[config.mk]
export PLATFORM = sky130hd
export DESIGN_NAME = dmapp_linked_writer
export DESIGN_NICKNAME = d
export VERILOG_FILES = /design/src/rtl/dmapp_pkg.sv /design/src/rtl/dmapp_link_table.sv /design/src/rtl/dmapp_chan.sv /design/src/rtl/dmapp_irq_merge.sv /design/src/rtl/dmapp_linked_writer.sv
export SDC_FILE = /design/constraint.sdc
export NUM_CORES = 1
export LEC_CHECK = 0
export ABC_AREA = 0
export BUFFER_PORTS_ARGS = -buffer_cell sky130_fd_sc_hd__buf_2
export CAP_MARGIN = 20
export CORE_MARGIN = 1.5
export CORE_UTILIZATION = 58
export CTS_CLUSTER_DIAMETER = 200
export DETAILED_ROUTE_END_ITERATION = 12
export PLACE_DENSITY_LB_ADDON = 0.15
export RECOVER_POWER = 25
export SKIP_LAST_GASP = 1
export SLEW_MARGIN = 20
export SYNTH_ARGS = -nofsm -noshare
export SYNTH_HDL_FRONTEND = slang
export SYNTH_HIERARCHICAL = 1
export SYNTH_SLANG_ARGS = --single-unit
[constraint.sdc]
create_clock -name clk -period 3.8 [get_ports clk]
set_input_delay 0.38 -clock clk [delete_from_list [all_inputs] [get_ports clk]]
set_output_delay 0.38 -clock clk [all_outputs]
set_load 0.01 [all_outputs]
[src/rtl/dmapp_pkg.sv]
package dmapp_pkg;

    localparam int WORD_BITS  = 32;
    localparam int WORD_BYTES = WORD_BITS / 8;
    localparam int NUM_SETS   = 4;

    typedef enum logic {
        BUF_PING = 1'b0,
        BUF_PONG = 1'b1
    } buf_sel_e;

    typedef logic [1:0] set_idx_t;

    typedef struct packed {
        buf_sel_e target;
        set_idx_t link;
    } set_desc_t;

    localparam set_idx_t SET_BOOT = 2'd1;

    // Link chain: boot(ping) -> pong -> ping -> pong ...
    function automatic set_desc_t set_lookup(input set_idx_t idx);
        set_desc_t d;
        case (idx)
            2'd1:    d = '{target: BUF_PING, link: 2'd2};
            2'd2:    d = '{target: BUF_PONG, link: 2'd3};
            2'd3:    d = '{target: BUF_PING, link: 2'd2};
            default: d = '{target: BUF_PING, link: 2'd2};
        endcase
        return d;
    endfunction

endpackage

[src/rtl/dmapp_link_table.sv]
module dmapp_link_table
    import dmapp_pkg::*;
#(
    parameter int          AW        = 16,
    parameter logic [AW-1:0] PING_BASE = '0,
    parameter logic [AW-1:0] PONG_BASE = '0
) (
    input  set_idx_t      idx,
    output logic [AW-1:0] base,
    output buf_sel_e      target,
    output set_idx_t      link
);

    logic [AW-1:0] base_tab   [NUM_SETS];
    set_desc_t     desc_tab   [NUM_SETS];

    for (genvar s = 0; s < NUM_SETS; s++) begin : g_set
        assign desc_tab[s] = set_lookup(set_idx_t'(s));
        assign base_tab[s] = (desc_tab[s].target == BUF_PONG) ? PONG_BASE : PING_BASE;
    end

    always_comb begin
        base   = base_tab[idx];
        target = desc_tab[idx].target;
        link   = desc_tab[idx].link;
    end

endmodule

[src/rtl/dmapp_chan.sv]
module dmapp_chan
    import dmapp_pkg::*;
#(
    parameter int            AW        = 16,
    parameter int            BUF_WORDS = 8,
    parameter logic [AW-1:0] PING_BASE = '0,
    parameter logic [AW-1:0] PONG_BASE = '0
) (
    input  logic                 clk,
    input  logic                 rst,
    input  logic                 evt,
    input  logic [WORD_BITS-1:0] rd_word,
    output logic                 wr_req,
    input  logic                 wr_gnt,
    output logic [AW-1:0]        wr_addr,
    output logic [WORD_BITS-1:0] wr_data,
    input  logic                 ack,
    output logic                 pend,
    output logic                 last_buf,
    output logic                 missed
);

    localparam int            CW     = $clog2(BUF_WORDS + 1);
    localparam logic [AW-1:0] STRIDE = AW'(WORD_BYTES);
    localparam logic [AW-1:0] SPAN   = AW'(BUF_WORDS * WORD_BYTES);
    localparam logic [CW-1:0] FULL   = CW'(BUF_WORDS);

    // active parameters
    logic [AW-1:0] act_addr;
    logic [CW-1:0] act_left;
    set_idx_t      act_link;
    buf_sel_e      act_buf;

    // outstanding write
    logic                 busy;
    logic [AW-1:0]        wq_addr;
    logic [WORD_BITS-1:0] wq_data;
    logic                 wq_last;
    buf_sel_e             wq_buf;

    logic [AW-1:0] nxt_base, boot_base;
    buf_sel_e      nxt_tgt,  boot_tgt;
    set_idx_t      nxt_link, boot_link;

    dmapp_link_table #(.AW(AW), .PING_BASE(PING_BASE), .PONG_BASE(PONG_BASE)) u_next_tbl (
        .idx(act_link), .base(nxt_base), .target(nxt_tgt), .link(nxt_link)
    );

    dmapp_link_table #(.AW(AW), .PING_BASE(PING_BASE), .PONG_BASE(PONG_BASE)) u_boot_tbl (
        .idx(SET_BOOT), .base(boot_base), .target(boot_tgt), .link(boot_link)
    );

    logic accept, retire, final_elem;
    assign accept     = evt && !busy;
    assign retire     = busy && wr_gnt;
    assign final_elem = (act_left == CW'(1));

    always_ff @(posedge clk) begin
        if (rst) begin
            act_addr <= boot_base;
            act_left <= FULL;
            act_link <= boot_link;
            act_buf  <= boot_tgt;
            busy     <= 1'b0;
            wq_addr  <= '0;
            wq_data  <= '0;
            wq_last  <= 1'b0;
            wq_buf   <= BUF_PING;
            pend     <= 1'b0;
            last_buf <= 1'b0;
            missed   <= 1'b0;
        end else begin
            if (retire)
                busy <= 1'b0;

            if (accept) begin
                busy    <= 1'b1;
                wq_addr <= act_addr;
                wq_data <= rd_word;
                wq_last <= final_elem;
                wq_buf  <= act_buf;
                if (final_elem) begin
                    act_addr <= nxt_base;
                    act_left <= FULL;
                    act_link <= nxt_link;
                    act_buf  <= nxt_tgt;
                end else begin
                    act_addr <= act_addr + STRIDE;
                    act_left <= act_left - CW'(1);
                end
            end

            if (ack) begin
                pend   <= 1'b0;
                missed <= 1'b0;
            end
            if (evt && busy)
                missed <= 1'b1;
            if (retire && wq_last) begin
                pend     <= 1'b1;
                last_buf <= (wq_buf == BUF_PONG);
            end
        end
    end

    assign wr_req  = busy;
    assign wr_addr = wq_addr;
    assign wr_data = wq_data;


    hold_until_gnt_chk: assert property (@(posedge clk) disable iff (rst)
        (busy && !wr_gnt) |=> (busy && $stable(wq_addr) && $stable(wq_data)));


    addr_in_buf_chk: assert property (@(posedge clk) disable iff (rst)
        busy |-> ((wq_addr >= PING_BASE && wq_addr < PING_BASE + SPAN) ||
                  (wq_addr >= PONG_BASE && wq_addr < PONG_BASE + SPAN)));


    count_range_chk: assert property (@(posedge clk) disable iff (rst)
        (act_left != '0) && (act_left <= FULL));


    pend_source_chk: assert property (@(posedge clk) disable iff (rst)
        $rose(pend) |-> $past(busy && wr_gnt && wq_last));


    missed_source_chk: assert property (@(posedge clk) disable iff (rst)
        $rose(missed) |-> $past(evt && busy));

endmodule

[src/rtl/dmapp_irq_merge.sv]
module dmapp_irq_merge #(
    parameter int NCH = 2
) (
    input  logic           clk,
    input  logic           rst,
    input  logic [NCH-1:0] pend,
    output logic           irq
);

    assign irq = |pend;


    irq_low_idle_chk: assert property (@(posedge clk) disable iff (rst)
        (pend == '0) |-> !irq);

endmodule

[src/rtl/dmapp_linked_writer.sv]
module dmapp_linked_writer
    import dmapp_pkg::*;
#(
    parameter int                NCH        = 2,
    parameter int                AW         = 16,
    parameter int                BUF_WORDS  = 8,
    parameter logic [NCH*AW-1:0] PING_BASES = {16'h0200, 16'h0000},
    parameter logic [NCH*AW-1:0] PONG_BASES = {16'h0300, 16'h0100}
) (
    input  logic                     clk,
    input  logic                     rst,
    input  logic [NCH-1:0]           rx_evt,
    input  logic [NCH*WORD_BITS-1:0] rx_data,
    output logic [NCH-1:0]           wr_req,
    input  logic [NCH-1:0]           wr_gnt,
    output logic [NCH*AW-1:0]        wr_addr,
    output logic [NCH*WORD_BITS-1:0] wr_data,
    input  logic [NCH-1:0]           irq_ack,
    output logic                     irq,
    output logic [NCH-1:0]           done_pend,
    output logic [NCH-1:0]           done_buf,
    output logic [NCH-1:0]           missed
);

    for (genvar c = 0; c < NCH; c++) begin : g_ch
        dmapp_chan #(
            .AW(AW),
            .BUF_WORDS(BUF_WORDS),
            .PING_BASE(PING_BASES[c*AW +: AW]),
            .PONG_BASE(PONG_BASES[c*AW +: AW])
        ) u_chan (
            .clk(clk),
            .rst(rst),
            .evt(rx_evt[c]),
            .rd_word(rx_data[c*WORD_BITS +: WORD_BITS]),
            .wr_req(wr_req[c]),
            .wr_gnt(wr_gnt[c]),
            .wr_addr(wr_addr[c*AW +: AW]),
            .wr_data(wr_data[c*WORD_BITS +: WORD_BITS]),
            .ack(irq_ack[c]),
            .pend(done_pend[c]),
            .last_buf(done_buf[c]),
            .missed(missed[c])
        );
    end

    dmapp_irq_merge #(.NCH(NCH)) u_irq (
        .clk(clk),
        .rst(rst),
        .pend(done_pend),
        .irq(irq)
    );

endmodule

==> results of run 1 <==
==> where the power goes <==
part / switching, mW / internal, mW
Combinational: 0.305 / 0.208
Sequential: 0.110 / 1.82
Clock: 0.668 / 0.962
==> per-layer routing <==
layer	global-route usage [%]	part of all wire, %	up-vias	routed length [µm]
met5	0	0	-	0
met4	9.667	2.2	0	327
met3	5.770	5.0	26	741
met2	39.88	50	133	7367
met1	27.92	43	2585	6298
li1	-	-	2983	-
==> synth_stat cells (12+ instances only) <==
master	instances	share of area, %
nor2_1	24	1.2
nor3_1	16	1.1
inv_1	14	0.73
buf_4	72	7.5
a21oi_1	110	7.6
buf_2	14	0.97
dfxtp_1	116	32
nand2_1	258	13
conb_1	12	0.62
o21ai_1	14	0.97
clkbuf_1	32	1.7
xnor2_1	16	1.9
edfxtp_1	38	16
==> worst max-delay path by stage <==
stage | from | endpoint | slack (ns)
floorplan | rst | g_ch[0].u_chan/act_addr[10] | 2.16
global placement | rst | g_ch[0].u_chan/act_addr[15] | 1.83
detailed placement | rst | g_ch[0].u_chan/act_addr[14] | 1.81
CTS | g_ch[0].u_chan/act_left[0] | g_ch[0].u_chan/act_addr[0] | 1.89
global route | rst | g_ch[1].u_chan/wr_data[21] | 0.93
finish | rst | g_ch[1].u_chan/wr_data[0] | 1.28
==> per-stage QoR <==
stage | power, mW | util, % | std cells | cell area [µm²] | hold WS (ns)
final | 4.072 | 69.39 | 1170 | 8369 | 0.1874
after CTS | 4.114 | 70.06 | 1170 | 8451 | 0.1720
after detailed placement | 2.483 | 65.29 | 1138 | 7875 | 0.4440
after global placement | 2.472 | 65.29 | 1138 | 7875 | 0.4395
after floorplan | 2.351 | - | 909 | 7433 | 0.4357
after global routing | 4.260 | 69.39 | 1170 | 8369 | 0.1743
==> cell type report <==
cell class / instances / area, µm² / share of cell area [%]
Clock buffer: 20 / 467.9 / 5.591
Sequential cell: 154 / 3463 / 41.38
Clock inverter: 12 / 107.6 / 1.286
Tap cell: 168 / 210.2 / 2.512
Inverter: 14 / 52.55 / 0.6279
Multi-Input combinational cell: 617 / 3194 / 38.17
Timing Repair Buffer: 185 / 873.3 / 10.44
==> flip-flops by register name, indices dropped and copies added, names as in the netlist <==
register,count
g_ch.u_chan/wr_addr,32
g_ch.u_chan/wr_req,2
g_ch.u_chan/missed,2
g_ch.u_chan/wq_last,2
g_ch.u_chan/act_link,4
g_ch.u_chan/act_buf,2
g_ch.u_chan/wq_buf,2
g_ch.u_chan/last_buf,2
g_ch.u_chan/wr_data,64
g_ch.u_chan/act_left,8
g_ch.u_chan/act_addr,32
g_ch.u_chan/pend,2
==> worst reg2reg max path, delay by kind of cell, from the launching register on <==
kind            cells  cell delay, ns
compound gates      1            0.33
buf+inv             1            0.28
simple gates        2            0.50
fa+ha+maj           1            0.19
flops               1            0.39
==> cell families after synthesis <==
family                     Yosys count  synth area share (%)
adders and majority gates            6                 1.039
buffers and inverters              138                 11.16
muxes                               16                 2.356
other                               12                0.6235
DFF                                154                 47.95
AOI/OAI and AO/OA                  152                 12.33
xor gates and xnor gates            16                 1.940
and+or+nand+nor                    359                 22.61
==> impl_metrics.csv, run 1 <==
group,metric,value,unit
run_status,outcome,"finished with violations",
run_status,violations,"capacitance limit, slew limit",
logic_synthesis,ys_ff_latch,154,
drt,drc,0,
die,placementRows,40,
finish,syn_to_final_growth,15.87,%
die,core_area,12060,µm²
sta,fin_setup_tns,0,ns
sta,slew_headroom,-15.15,%
die,fp.dieArea,13130,µm²
drt,routed_wl,14730,µm
clock_network,clock-sinks,154,
min_path,hp-start,"rx_data[0]",
global_routing,overflow,0,
drt,drt_iter0_drc,346,
worst_setup_path,end_kind,"register",
drt,antenna_left,0,
finish,most-common-layout-cells,"nand2_1, buf_2, dfxtp_1",
worst_setup_path,reg2reg_depth,5,
worst_setup_path,worstSetupPathType,"in -> reg",
clock_network,cts_root_buffer,"clkbuf_16",
clock_network,holdBufCountCts,0,
worst_setup_path,r2r_setup_slack,1.90,ns
worst_setup_path,r2r-start,"g_ch[0].u_chan/act_left[0]",
die,pin_count,177,
sta,finalCritPeriodShare,66.41,%
logic_synthesis,synthFlopType,"dfxtp_1",
logic_synthesis,synth.yosys.seq_area_share,47.95,%
die,die_w,114.6,µm
worst_setup_path,critical_path_buf_inv_count,2,
sta,grt_setup_unrepaired,"false",
global_routing,grt_max_degree,96,
worst_setup_path,critPathTopFamily,"buffers and inverters",
placed_design,place_ws,1.810,ns
sta,maxSlewViolCount,96,
drt,dr.pass1.iters,5,
min_path,min_path_cells,3,
clock_network,clockBufferDepth,2,
global_routing,grt_pass1_wl,24350,µm
worst_setup_path,cp_max_fo,95,
sta,timing.fmax,0.3963,GHz
drt,viasPerCell,4.895,
placed_design,routabilityCongestion,0.7827,
clock_network,post_cts_buffers,0,
placed_design,numPortBuffers,176,
min_path,hp-class,"in -> reg",
logic_synthesis,syn_inst,853,
flow_run,cap_violations,1,
sta,finalHoldViolCount,0,
drt,avgRoutedWirePerCell,12.59,µm
sta,period_minus_slack,2.523,ns
worst_setup_path,worstPathCellList,"clkbuf_2, clkbuf_1, a21oi_1",
sta,tightest_slew,1.727,ns
clock_network,path_clk_slew,0.06,ns
pwr,max-vdd-ir-drop,288.1,µV
placed_design,hpwl,10040,µm
finish,diodes,0,
logic_synthesis,syn-cell-area,7223,µm²
logic_synthesis,synth_warnings,6,
global_routing,antenna_found_initial,0,
logic_synthesis,synth.distinct_cells,42,
clock_network,cts_tree,"done",
pwr,power.density,486.5,nW/µm²
die,start_util,59.89,%
drt,num_vias,5727,
sta,setup_violations,0,
logic_synthesis,ys_async_sr_fraction,0,%
clock_network,numCtsBuffers,17,
worst_setup_path,required,4.05,ns
min_path,min_to,"g_ch[0].u_chan/wr_data[0]",
worst_setup_path,cp_num_cells,3,
clock_network,ctsResizeCount,0,
finish,fillers,1063,
clock_network,clock_latency,0.42,ns
worst_setup_path,slowest_delay,1.22,ns
pwr,leakage,3.456,nW
clock_network,cts.htree.levels,4,
worst_setup_path,critPathLaunchType,"input pin",
worst_setup_path,crit_slowest_cell,"clkbuf_2",
global_routing,grt_usage,23.27,%
die,die-height,114.6,µm
finish,final_common_cell,"nand2_1",
sta,setup_ws,1.277,ns
sta,clock_skew,0.009215,ns
finish,drive_above_1_share,18.76,%
logic_synthesis,syn-mean-instance-area,8.468,µm²
worst_setup_path,reg2reg_to,"g_ch[0].u_chan/act_addr[8]",
global_routing,grt_pass1_vias,5339,
worst_setup_path,cp.arrival,2.77,ns
finish,layout.nets,1067,
logic_synthesis,synth_edf_count,38,
Power figures use the tool's default switching activity.
==> inputs of run 2 (changes only) <==
--- a/config.mk
+++ b/config.mk
@@ -9,7 +9,7 @@
 export BUFFER_PORTS_ARGS = -buffer_cell sky130_fd_sc_hd__buf_2
 export CAP_MARGIN = 20
 export CORE_MARGIN = 1.5
-export CORE_UTILIZATION = 58
+export CORE_UTILIZATION = 54
 export CTS_CLUSTER_DIAMETER = 200
 export DETAILED_ROUTE_END_ITERATION = 12
 export PLACE_DENSITY_LB_ADDON = 0.15
==> constraint.sdc (replaced) <==
create_clock -name clk -period 2.5 [get_ports clk]
set_input_delay 0.25 -clock clk [delete_from_list [all_inputs] [get_ports clk]]
set_output_delay 0.25 -clock clk [all_outputs]
set_load 0.01 [all_outputs]
==> impl_metrics.csv, run 2 (synthesis results as in run 1) <==
group,metric,value,unit
die,start_util,54.98,%
sta,maxSlewViolCount,0,
drt,num_vias,5819,
drt,dr.pass1.iters,5,
worst_setup_path,required,2.65,ns
finish,diodes,0,
finish,layout.nets,1071,
sta,timing.fmax,0.6104,GHz
worst_setup_path,end_kind,"register",
finish,final_common_cell,"nand2_1",
clock_network,cts.htree.levels,4,
sta,clock_skew,0.005175,ns
worst_setup_path,r2r_setup_slack,0.86,ns
worst_setup_path,cp.arrival,1.79,ns
placed_design,hpwl,10510,µm
die,placementRows,42,
drt,drt_iter0_drc,421,
worst_setup_path,cp_max_fo,6,
clock_network,numCtsBuffers,17,
global_routing,grt_pass1_vias,5110,
drt,antenna_left,0,
sta,finalCritPeriodShare,65.53,%
clock_network,path_clk_slew,0.06,ns
finish,stdcell_count,1182,
clock_network,post_cts_buffers,0,
global_routing,grt_pass1_wl,25050,µm
worst_setup_path,critPathLaunchType,"register",
sta,period_minus_slack,1.638,ns
die,core_area,13140,µm²
flow_run,cap_violations,0,
global_routing,antenna_found_initial,1,
sta,grt_setup_unrepaired,"false",
clock_network,cts_tree,"done",
global_routing,grt_usage,22.36,%
die,die-height,118.7,µm
global_routing,grt_max_degree,83,
run_status,outcome,"complete, no violations",
die,die_w,118.7,µm
clock_network,clock-sinks,154,
drt,drc,0,
finish,drive_above_1_share,18.39,%
global_routing,overflow,0,
die,pin_count,177,
worst_setup_path,worstSetupPathType,"reg -> reg",
drt,avgRoutedWirePerCell,13.19,µm
clock_network,holdBufCountCts,0,
pwr,power.density,742.3,nW/µm²
pwr,leakage,3.469,nW
finish,stdcell_area,8457,µm²
sta,fin_setup_tns,0,ns
finish,syn_to_final_growth,17.08,%
placed_design,routabilityCongestion,0.8315,
pwr,totalPowerFinal,6.278,mW
pwr,max-vdd-ir-drop,441.5,µV
sta,slew_headroom,50.10,%
placed_design,numPortBuffers,176,
clock_network,cts_root_buffer,"clkbuf_16",
finish,largest_reg_flops,64,
die,fp.dieArea,14080,µm²
sta,finalHoldViolCount,0,
finish,most-common-layout-cells,"nand2_1, dfxtp_1, buf_2",
placed_design,dpl-instance-area,7928,µm²
min_path,hp-class,"in -> reg",
sta,setup_violations,0,
drt,viasPerCell,4.923,
sta,tightest_slew,0.7486,ns
clock_network,clock_latency,0.42,ns
clock_network,ctsResizeCount,0,
placed_design,placed_cells,1150,
drt,routed_wl,15590,µm
clock_network,clockBufferDepth,2,
[run 2: layout make-up]
type | count | area (µm²)
clock buffers | 25 | 560.5
clock inverters | 7 | 48.80
fillers | 1242 | 4681
inverters | 14 | 52.55
multi-input cells | 617 | 3194
flip-flops and latches | 154 | 3463
well taps | 176 | 220.2
repair buffers | 189 | 917.1
[run 2: layer usage]
metal / routed length [µm] / GRT usage (%) / vias up
li1: - / - / 2993
met1: 7356 / 30.08 / 2661
met2: 7167 / 35.61 / 144
met3: 788 / 4.923 / 19
met4: 259 / 7.907 / 2
met5: 13 / 0 / -
[run 2: worst paths after layout]
path,startpoint,end,cells after the start
setup / recovery,g_ch[0].u_chan/act_addr[2],g_ch[0].u_chan/act_addr[12],5
hold / removal,rx_data[31],g_ch[0].u_chan/wr_data[31],3
setup reg to reg,g_ch[0].u_chan/act_addr[2],g_ch[0].u_chan/act_addr[12],5
hold reg to reg,g_ch[1].u_chan/wr_data[3],g_ch[1].u_chan/wr_data[3],2
[run 2: report_power, final]
| part | switching (mW) | total, mW | internal (mW) |
|---|---|---|---|
| Combinational | 0.478 | 0.798 | 0.320 |
| Sequential | 0.167 | 2.93 | 2.76 |
| Clock | 0.986 | 2.55 | 1.56 |
| Total | 1.63 | 6.28 | 4.65 |
[run 2: worst max-delay path: stages (launching register included)]
cell      delay (ns)
edfxtp_1        0.45
ha_1            0.33
nand2_1         0.11
o31a_1          0.24
nor3_1          0.15
o31ai_1         0.09
[run 2: stage by stage]
stage / hold slack, ns / util (%) / worst slack (ns)
6_report: 0.06101 / 64.37 / 0.8617
5_1_grt: 0.05824 / 64.37 / 0.7373
4_1_cts: 0.05073 / 64.98 / 0.8620
3_5_place_dp: 0.4430 / 60.34 / 0.6989
3_3_place_gp: 0.4386 / 60.34 / 0.7077
2_1_floorplan: 0.3860 / - / 0.8694
==> inputs of run 3 (changes only) <==
--- a/config.mk
+++ b/config.mk
@@ -9,7 +9,7 @@
 export BUFFER_PORTS_ARGS = -buffer_cell sky130_fd_sc_hd__buf_2
 export CAP_MARGIN = 20
 export CORE_MARGIN = 1.5
-export CORE_UTILIZATION = 54
+export CORE_UTILIZATION = 49
 export CTS_CLUSTER_DIAMETER = 200
 export DETAILED_ROUTE_END_ITERATION = 12
 export PLACE_DENSITY_LB_ADDON = 0.15
==> constraint.sdc (replaced) <==
create_clock -name clk -period 1.35 [get_ports clk]
set_input_delay 0.135 -clock clk [delete_from_list [all_inputs] [get_ports clk]]
set_output_delay 0.135 -clock clk [all_outputs]
set_load 0.01 [all_outputs]
==> impl_metrics.csv, run 3 (synthesis results as in run 1) <==
group,metric,value,unit
min_path,hp-start,"rx_data[38]",
die,fp.dieArea,15480,µm²
worst_setup_path,reg2reg_to,"g_ch[0].u_chan/act_addr[13]",
global_routing,grt_usage,25.46,%
finish,largest_reg_flops,64,
min_path,min_to,"g_ch[1].u_chan/wr_data[6]",
worst_setup_path,worstPathCellList,"nand4_4, buf_6, nor4_4, xnor2_1, o221ai_2",
drt,avgRoutedWirePerCell,15.02,µm
min_path,hp-class,"in -> reg",
worst_setup_path,critPathLaunchType,"register",
global_routing,grt_max_degree,49,
placed_design,numPortBuffers,176,
run_status,violations,"setup timing",
sta,finalHoldViolCount,0,
run_status,outcome,"finished with violations",
die,die-height,124.4,µm
die,placementRows,44,
clock_network,clock_latency,0.42,ns
drt,route.met2.wl,10300,µm
clock_network,cts_tree,"done",
min_path,min_path_cells,3,
drt,viasPerCell,4.959,
drt,met3WireLength,912,µm
worst_setup_path,cp.arrival,1.75,ns
clock_network,clock-sinks,154,
sta,setup_ws,-0.2398,ns
finish,final_common_cell,"nand2_1",
placed_design,routabilityCongestion,0.8162,
finish,register_area,3473,µm²
pwr,max-vdd-ir-drop,986.1,µV
global_routing,overflow,0,
clock_network,path_clk_slew,0.06,ns
worst_setup_path,cp_max_fo,5,
drt,drt_iter0_drc,420,
worst_setup_path,worstSetupPathType,"reg -> reg",
global_routing,grt_pass1_vias,6399,
finish,fillers,1045,
clock_network,cts_root_buffer,"clkbuf_16",
sta,clock_skew,0.009085,ns
finish,multiInputGateArea,3652,µm²
pwr,leakage,4.590,nW
sta,maxSlewViolCount,0,
die,core_area,14480,µm²
drt,antenna_left,0,
pwr,power.density,1197,nW/µm²
clock_network,numCtsBuffers,17,
die,die_w,124.4,µm
placed_design,placed_cells,1232,
worst_setup_path,reg2reg_depth,5,
worst_setup_path,crit_slowest_cell,"edfxtp_1",
finish,stdcell_count,1379,
drt,routed_wl,20710,µm
drt,wl_met1,9017,µm
clock_network,clockBufferDepth,2,
finish,diodes,0,
worst_setup_path,critical_path_buf_inv_count,1,
sta,finalCritPeriodShare,117.8,%
drt,drc,0,
flow_run,cap_violations,0,
drt,dr.max_layer_used,"met4",
sta,grt_setup_unrepaired,"true",
finish,layout.nets,1261,
finish,drive_above_1_share,31.55,%
sta,setup_violations,43,
drt,dr.pass1.iters,5,
worst_setup_path,required,1.51,ns
drt,num_vias,6839,
clock_network,cts.htree.levels,4,
placed_design,hpwl,12130,µm
die,pin_count,177,
worst_setup_path,end_kind,"register",
worst_setup_path,r2r_setup_slack,-0.24,ns
pwr,totalPowerFinal,12.73,mW
finish,most-common-layout-cells,"nand2_1, buf_2, dfxtp_1",
global_routing,grt_pass1_wl,32170,µm
global_routing,antenna_found_initial,0,
sta,period_minus_slack,1.590,ns
sta,timing.fmax,0.6290,GHz
die,start_util,49.89,%
worst_setup_path,critPathTopFamily,"simple AND/OR/NAND/NOR gates",
worst_setup_path,r2r-start,"g_ch[0].u_chan/act_addr[6]",
finish,syn_to_final_growth,47.18,%
placed_design,place_ws,-0.1982,ns
worst_setup_path,slowest_delay,0.44,ns
sta,fin_setup_tns,-5.538,ns
[run 3: worst max path at each step]
stage	endpoint	start	cells after the start	slack, ns
finish	g_ch[0].u_chan/act_addr[13]	g_ch[0].u_chan/act_addr[6]	5	-0.24
global route	g_ch[0].u_chan/act_addr[15]	g_ch[0].u_chan/act_addr[6]	5	-0.31
floorplan	g_ch[0].u_chan/act_addr[14]	g_ch[0].u_chan/act_addr[5]	4	-0.12
global placement	g_ch[0].u_chan/act_addr[13]	g_ch[0].u_chan/act_addr[5]	4	-0.13
CTS	g_ch[0].u_chan/act_addr[14]	g_ch[0].u_chan/act_addr[2]	5	-0.19
detailed placement	g_ch[0].u_chan/act_addr[14]	g_ch[0].u_chan/act_addr[7]	4	-0.20
[run 3: cell type report]
class	instances	share of cell area, %
tap	184	2.165
clock buffer	25	5.261
clock inverter	6	0.3884
inverter	14	0.4943
timing repair buffer	377	24.67
sequential	154	32.67
multi-input combinational	619	34.35
[run 3: what timing repair did]
| item | 4_1_cts | 5_1_grt |
|---|---|---|
| resized for setup | 44 | 42 |
| setup endpoints to repair | 82 | 109 |
| gates cloned | 2 | 2 |
| hold endpoints to repair | 68 | 0 |
| hold buffers | 68 | 0 |
| buffers inserted | 28 | 22 |
| pin swaps | 24 | 26 |
[run 3: stage by stage]
stage          util [%]  hold WS [ns]  instance area [µm²]
2_1_floorplan         -        0.2710                 7574
3_3_place_gp      59.30        0.3776                 8586
3_5_place_dp      59.30        0.3818                 8586
4_1_cts           71.38    0.00009923                10330
5_1_grt           73.43       0.01340                10630
6_report          73.43      0.003113                10630
[run 3: routing by layer]
| metal | GRT usage (%) | vias to the layer above |
|---|---|---|
| li1 | - | 3384 |
| met1 | 32.18 | 3203 |
| met2 | 43.34 | 208 |
| met3 | 5.241 | 44 |
| met4 | 8.654 | 0 |
| met5 | 0 | - |
[run 3: worst register-to-register path: stages, from the launching register on]
cell      delay [ns]
edfxtp_1        0.44
nand4_4         0.17
buf_6           0.16
nor4_4          0.28
xnor2_1         0.17
o221ai_2        0.11
[run 3: power breakdown]
part / internal, mW / switching, mW
Sequential: 5.12 / 0.287
Combinational: 1.27 / 1.30
Clock: 2.88 / 1.87
Total: 9.27 / 3.46
